<file path="config.mk">
export PLATFORM = sky130hd
export DESIGN_NAME = phase_clkgen_bank
export DESIGN_NICKNAME = d
export VERILOG_FILES = /design/src/rtl/clkgen_pkg.sv /design/src/rtl/clkgen_wr_decode.sv /design/src/rtl/clkgen_incr_reg.sv /design/src/rtl/clkgen_phase_acc.sv /design/src/rtl/phase_clkgen_bank.sv
export SDC_FILE = /design/constraint.sdc
export NUM_CORES = 1
export LEC_CHECK = 0
export BUFFER_PORTS_ARGS = -buffer_cell sky130_fd_sc_hd__buf_4
export CORE_AREA = 2 2 223 225
export DETAILED_ROUTE_END_ITERATION = 6
export DIE_AREA = 0 0 225 227
export GPL_ROUTABILITY_DRIVEN = 1
export PLACE_DENSITY = 0.49
export SETUP_SLACK_MARGIN = 0.15
export SYNTH_ARGS = -nofsm -noshare
export SYNTH_HDL_FRONTEND = slang
export SYNTH_HIERARCHICAL = 1
export SYNTH_SLANG_ARGS = --single-unit
</file>
<file path="constraint.sdc">
create_clock -name clk -period 3.46 [get_ports clk]
set_input_delay 0.173 -clock clk [delete_from_list [all_inputs] [get_ports clk]]
set_output_delay 0.173 -clock clk [all_outputs]
set_load 0.05 [all_outputs]
</file>
<file path="src/rtl/clkgen_pkg.sv">
package clkgen_pkg;
  // Increment registers sit at an 8-byte stride.
  localparam int unsigned STRIDE_LSB = 3;

  typedef enum logic {
    ACC_PARK = 1'b0,
    ACC_STEP = 1'b1
  } acc_mode_e;
endpackage

</file>
<file path="src/rtl/clkgen_wr_decode.sv">
module clkgen_wr_decode
  import clkgen_pkg::*;
#(
  parameter int unsigned NUM_GEN = 4,
  parameter int unsigned ADDR_W  = 5
) (
  input  logic               wr_fire,
  input  logic [ADDR_W-1:0]  wr_addr,
  output logic [NUM_GEN-1:0] sel
);
  localparam int unsigned IDX_W = ADDR_W - STRIDE_LSB;

  logic aligned;
  assign aligned = (wr_addr[STRIDE_LSB-1:0] == '0);

  for (genvar g = 0; g < NUM_GEN; g++) begin : g_sel
    assign sel[g] = wr_fire && aligned &&
                    (wr_addr[ADDR_W-1:STRIDE_LSB] == IDX_W'(g));
  end
endmodule

</file>
<file path="src/rtl/clkgen_incr_reg.sv">
module clkgen_incr_reg #(
  parameter int unsigned ACC_W = 32
) (
  input  logic             clk,
  input  logic             rst_n,
  input  logic             load,
  input  logic [ACC_W-1:0] wdata,
  output logic [ACC_W-1:0] incr
);
  localparam logic [ACC_W-1:0] INCR_MAX = {1'b0, {(ACC_W-1){1'b1}}};

  logic [ACC_W-1:0] clipped;
  assign clipped = wdata[ACC_W-1] ? INCR_MAX : wdata;

  always_ff @(posedge clk or negedge rst_n) begin
    if (!rst_n)    incr <= '0;
    else if (load) incr <= clipped;
  end


  sat_clip_chk: assert property (@(posedge clk) disable iff (!rst_n)
    (load && wdata[ACC_W-1]) |=> (incr == INCR_MAX));


  hold_unselected_chk: assert property (@(posedge clk) disable iff (!rst_n)
    !load |=> $stable(incr));
endmodule

</file>
<file path="src/rtl/clkgen_phase_acc.sv">
module clkgen_phase_acc
  import clkgen_pkg::*;
#(
  parameter int unsigned ACC_W = 32
) (
  input  logic             clk,
  input  logic             rst_n,
  input  logic [ACC_W-1:0] incr,
  output logic             clk_o
);
  acc_mode_e        mode;
  logic [ACC_W-1:0] acc_q;

  assign mode = (incr == '0) ? ACC_PARK : ACC_STEP;

  always_ff @(posedge clk or negedge rst_n) begin
    if (!rst_n) acc_q <= '0;
    else begin
      case (mode)
        ACC_STEP: acc_q <= acc_q + incr;
        default:  acc_q <= '0;
      endcase
    end
  end

  assign clk_o = acc_q[ACC_W-1];


  rise_needs_step_chk: assert property (@(posedge clk) disable iff (!rst_n)
    $rose(clk_o) |-> ($past(incr) != '0));


  park_low_chk: assert property (@(posedge clk) disable iff (!rst_n)
    (incr == '0) |=> !clk_o);
endmodule

</file>
<file path="src/rtl/phase_clkgen_bank.sv">
module phase_clkgen_bank
  import clkgen_pkg::*;
#(
  parameter int unsigned NUM_GEN = 4,
  parameter int unsigned ACC_W   = 32,
  parameter int unsigned ADDR_W  = $clog2(NUM_GEN) + STRIDE_LSB
) (
  input  logic               clk,
  input  logic               rst_n,
  input  logic               wr_valid,
  output logic               wr_ready,
  input  logic [ADDR_W-1:0]  wr_addr,
  input  logic [ACC_W-1:0]   wr_data,
  output logic [NUM_GEN-1:0] gen_clk
);
  logic               wr_fire;
  logic [NUM_GEN-1:0] sel;
  logic [ACC_W-1:0]   incr [NUM_GEN];

  assign wr_ready = 1'b1;
  assign wr_fire  = wr_valid && wr_ready;

  clkgen_wr_decode #(.NUM_GEN(NUM_GEN), .ADDR_W(ADDR_W)) u_dec (
    .wr_fire (wr_fire),
    .wr_addr (wr_addr),
    .sel     (sel)
  );

  for (genvar g = 0; g < NUM_GEN; g++) begin : g_gen
    clkgen_incr_reg #(.ACC_W(ACC_W)) u_reg (
      .clk   (clk),
      .rst_n (rst_n),
      .load  (sel[g]),
      .wdata (wr_data),
      .incr  (incr[g])
    );

    clkgen_phase_acc #(.ACC_W(ACC_W)) u_acc (
      .clk   (clk),
      .rst_n (rst_n),
      .incr  (incr[g]),
      .clk_o (gen_clk[g])
    );


    zero_write_parks_chk: assert property (@(posedge clk) disable iff (!rst_n)
      (wr_valid && wr_addr == ADDR_W'(g << STRIDE_LSB) && wr_data == '0)
        |=> ##1 !gen_clk[g]);


    misaligned_ignored_chk: assert property (@(posedge clk) disable iff (!rst_n)
      (wr_valid && wr_addr[STRIDE_LSB-1:0] != '0) |=> $stable(incr[g]));
  end
endmodule

</file>
After elaboration in Yosys (flattened, before gate mapping). Cells that the tools add are included.

Register bits: 256. Bits of input ports: 40. Output and inout bits: 5. Logic and storage cells: 31.

$add $sub $neg: 4. Equal/unequal tests: 3. Mux-type cells: 5. Reduce and logical (&&, ||, !) cells: 11.

Operator list (number): $add A32 B32 Y32 (4); $logic_not A32 Y1 (4); $mux W32 (4); $mux W31 (1); $logic_and A1 B1 Y1 (5); $eq A2 B2 Y1 const B (2); $logic_not A3 Y1 (1); $eq A2 B1 Y1 const B (1); $logic_not A2 Y1 (1).

Depth between registers and ports, before layout.
Word-level depth: 3. Mapped depth: 10. Depth with buffers taken out: 10.

Hierarchy. The synthesis kept the hierarchy.

By module, submodules not included: clkgen_phase_acc at g_gen[1].u_acc ... (instances 3, cells each 362, area each 2952.8 sq um, sequential area each 800.8 sq um); clkgen_incr_reg (instances 4, cells each 136, area each 1261.2 sq um, sequential area each 775.7 sq um); clkgen_phase_acc at g_gen[0].u_acc (instances 1, cells each 328, area each 2825.2 sq um, sequential area each 800.8 sq um); clkgen_wr_decode (instances 1, cells each 6, area each 51.3 sq um, sequential area each 0.0 sq um); phase_clkgen_bank (instances 1, cells each 2, area each 11.3 sq um, sequential area each 0.0 sq um).

Least setup slack after synthesis. Ideal clock, no wire load.

Path kind: reg2reg. From: reg g_gen[0].u_reg.incr[0]. To: reg g_gen[0].u_acc.acc_q[28]. Setup time: 139 ps. Data arrival time: 2377 ps. Data required time: 3321 ps. Setup slack: 944 ps. Cell stages (with the launch flop): 11. Buffers on the path: 0. Period minus slack after synthesis: 2516 ps. Cell sequence: dfrtp_1 -> ha_1 -> inv_1 -> fa_1 -> and2b_1 -> o2111ai_1 -> a21oi_2 -> nor3_2 -> nor3_2 -> nor4_1 -> or4b_1.

Word-level cells in the longest chain between the ends: 2. Elaborated cells between the ends (all ways): 3. Classes of those cells: add/sub: 1; mux: 1; reduce/logical: 1.

Ends and longest elaborated chain: from (decl) (RTL line clkgen_incr_reg.sv:8) `output logic [ACC_W-1:0] incr`; from (signal assigned) (RTL line clkgen_incr_reg.sv:17) `else if (load) incr <= clipped;`; $add A32 B32 Y32 / $logic_not A32 Y1 (equally long branches) (RTL line clkgen_phase_acc.sv:20, clkgen_phase_acc.sv:14); $mux W32 * (RTL line clkgen_phase_acc.sv:19) `case (mode)`; to (signal assigned) (RTL line clkgen_phase_acc.sv:20) `ACC_STEP: acc_q <= acc_q + incr;`; to (decl) (RTL line clkgen_phase_acc.sv:12) `logic [ACC_W-1:0] acc_q;`.

Mark *: on every way between the ends. The rest lies on a longest branch, timed or not. A chain may end at the register's enable or synchronous reset.

Worst setup path in the final report. Same ends and word-level chain as after synthesis.

==> flow_summary.json <==
{
  "drtIter0Drc": 814,
  "leakage_nw": 8.21,
  "cp.required_ns": 3.91,
  "diodes": 0,
  "cts_sinks": 252,
  "synth-edff-count": 0,
  "hp-start": "wr_data[31]",
  "clkLatencyLatePin_ns": 0.58,
  "avgSynthCellArea_um2": 8.54,
  "outcome": "finished clean",
  "ys_async_sr_fraction_pct": 100,
  "avgViaCountPerCell": 5.55,
  "ios": 45,
  "finalHoldViolations": 0,
  "synth_cells": 1966,
  "finalSetupViolCount": 0,
  "port_buffers": 43,
  "grt_first_pass_wirelength_um": 78200,
  "grt_pass1_vias": 14100,
  "cts-buffers-inserted": 31,
  "cp-startpoint": "g_gen[0].u_reg/incr[0]$_DFFE_PN0P_",
  "cp-end-kind": "flip-flop",
  "slew_headroom_pct": 46.1,
  "drc": 0,
  "antenna_left": 0,
  "start_kind": "flip-flop",
  "synth_ff_type": "dfrtp_1",
  "drv_cap": 0,
  "h-tree-depth": 1,
  "yosys_warnings": 6,
  "drt_wl_total_um": 48700,
  "num_rows": 81,
  "syn-cell-area_um2": 16800,
  "final_area_um2": 18900,
  "dieArea_um2": 51100,
  "cp_max_fo": 4,
  "ir_drop_mv": 0.486,
  "yosysTopAreaCell": "dfrtp_1",
  "path_class": "flip-flop to flip-flop",
  "final.min_clock_period_ns": 2.83,
  "syn_nets": 2134,
  "ys_seq_area_share_pct": 37.6,
  "die_y_um": 227,
  "yosys_register_bits": 252,
  "finalMaxSlewViolations": 0,
  "start_util_pct": 34.6,
  "finalNetCount": 2150,
  "hold_class": "input pin to flip-flop",
  "post-synth-top-area-fraction_pct": 37.6,
  "cts.clk_slew.worst_paths_ns": 0.06,
  "worstMarginPinSlew_ns": 0.809,
  "arrival_ns": 3.28,
  "yosys-top-cells-count": "nor2_1 (386), dfrtp_1 (252), a21oi_1 (242), ha_1 (124), nand2_1 (124)",
  "grt_antenna_before_repair": 0,
  "dp_hpwl_um": 35700,
  "cts_buffer_depth": 3,
  "rsz0062_at_grt": "no",
  "cts_root_buf": "clkbuf_16",
  "grt-ovfl-total": 0,
  "drive_gt1_share_pct": 8.03,
  "die_x_um": 225,
  "globalplace.congestion": 0.929,
  "synthTopCellsByArea": "dfrtp_1 (38%), ha_1 (9.2%), nor2_1 (8.6%), a21oi_1 (7.2%), nand2_1 (2.8%)",
  "synthDistinctLibCells": 79,
  "firstDrtPassIters": 5,
  "worstReg2RegStart": "g_gen[0].u_reg/incr[0]$_DFFE_PN0P_",
  "setup-tns-final_ns": 0,
  "grt_use_total_pct": 19.2,
  "route.vias.total": 14600,
  "finClkSkew_ns": 0.0122,
  "core-area_um2": 48500,
  "cts_tree": "done",
  "post_drt_wl_per_cell_um": 18.5,
  "fin_crit_sh_pct": 81.7,
  "powerDensity_nw_per_um2": 1040,
  "postPlaceCellArea_um2": 17500,
  "areaGrowthSynthToFinish_pct": 12.4,
  "grt_max_degree": 92,
  "clock.fmax_mhz": 354,
  "synth.most_common_cell": "nor2_1"
}
## logic make-up (layout without fill, tap and decap cells)
| family | Yosys count | in the layout | share of synthesized area [%] |
|---|---|---|---|
| mux | 11 | 11 | 0.686 |
| other cells | 5 | 5 | 0.112 |
| flops | 252 | 252 | 37.6 |
| buf+inv | 141 | 179 | 4.60 |
| fa+ha+maj | 128 | 128 | 9.72 |
| simple gates | 781 | 781 | 21.4 |
| xor+xnor | 62 | 62 | 3.23 |
| compound gates | 586 | 586 | 22.7 |
## sequential cells by signal (all words and copies together) (netlist names)
register and cells:
g_gen.u_reg/incr 124, g_gen.u_acc/acc_q 128
## final timing paths
check / endpoint / slack [ns] / cells after the start
max: g_gen[0].u_acc/acc_q[28]$_DFF_PN0_ / 0.63 / 10
min: g_gen[3].u_reg/incr[28]$_DFFE_PN0P_ / 0.17 / 3
max reg2reg: g_gen[0].u_acc/acc_q[28]$_DFF_PN0_ / 0.63 / 10
min reg2reg: g_gen[1].u_reg/incr[22]$_DFFE_PN0P_ / 0.57 / 2
max in group asynchronous: g_gen[3].u_reg/incr[17]$_DFFE_PN0P_ / 2.31 / 3
min in group asynchronous: g_gen[2].u_acc/acc_q[11]$_DFF_PN0_ / 0.19 / 2
## power by group
group	leakage [nW]	total (mW)	switching [mW]	internal [mW]
sequential	2.93	4.85	0.691	4.16
combinational	4.74	11.2	6.72	4.46
clock	0.536	3.56	1.34	2.22
total	8.21	19.6	8.75	10.8
## routing by layer
| metal | global-route usage [%] | share of wire [%] | up-vias | wire, um |
|---|---|---|---|---|
| met5 | 0 | 0 | - | 0 |
| met4 | 5.26 | 2.4 | 0 | 1160 |
| met3 | 2.00 | 3.6 | 67 | 1740 |
| met2 | 30.9 | 45 | 279 | 21700 |
| met1 | 27.3 | 49 | 7034 | 24000 |
| li1 | - | - | 7183 | - |
## per-stage QoR
stage	cells	power (mW)	hold WS, ns	setup WS [ns]	util [%]
CTS	2626	19.6	0.152	0.603	38.9
floorplan	1966	13.3	-0.123	0.944	-
detailed placement	2539	15.9	0.253	0.626	35.9
finish	2626	19.6	0.174	0.633	38.9
global route	2626	21.3	0.208	0.427	38.9
global placement	2539	15.8	0.243	0.709	35.9
## cell usage in the layout, fill, tap and decap left out, drive strengths merged, types with 38 or more instances in the layout
cell	n
nand3	42
buf	58
clkbuf	38
ha	124
nand2	124
nor2	386
a21o	53
o21ai	78
a21oi	252
dfrtp	252
nor3	57
nor4	49
## layout make-up
cell class	instances	area, um2
Multi-Input combinational cell	1573	9750
Timing Repair Buffer	90	813
Clock inverter	17	272
Fill cell	4899	29700
Sequential cell	252	6310
Clock buffer	38	832
Inverter	34	128
Tap cell	622	778
## critical path, stage by stage, from the launching register on
cell       delay, ns
dfrtp_1         0.37
ha_1            0.20
inv_1           0.07
fa_1            0.39
and2b_1         0.25
o2111ai_1       0.19
a21oi_2         0.25
nor3_2          0.10
nor3_2          0.26
nor4_1          0.09
or4b_1          0.53
## timing repair
| action | CTS | global route |
|---|---|---|
| resized for setup | 0 | 0 |
| buffers inserted | 0 | 0 |
| hold buffers | 32 | 0 |
| endpoints found under the hold margin | 208 | 0 |
No activity file was read; power rests on OpenSTA's default activity.
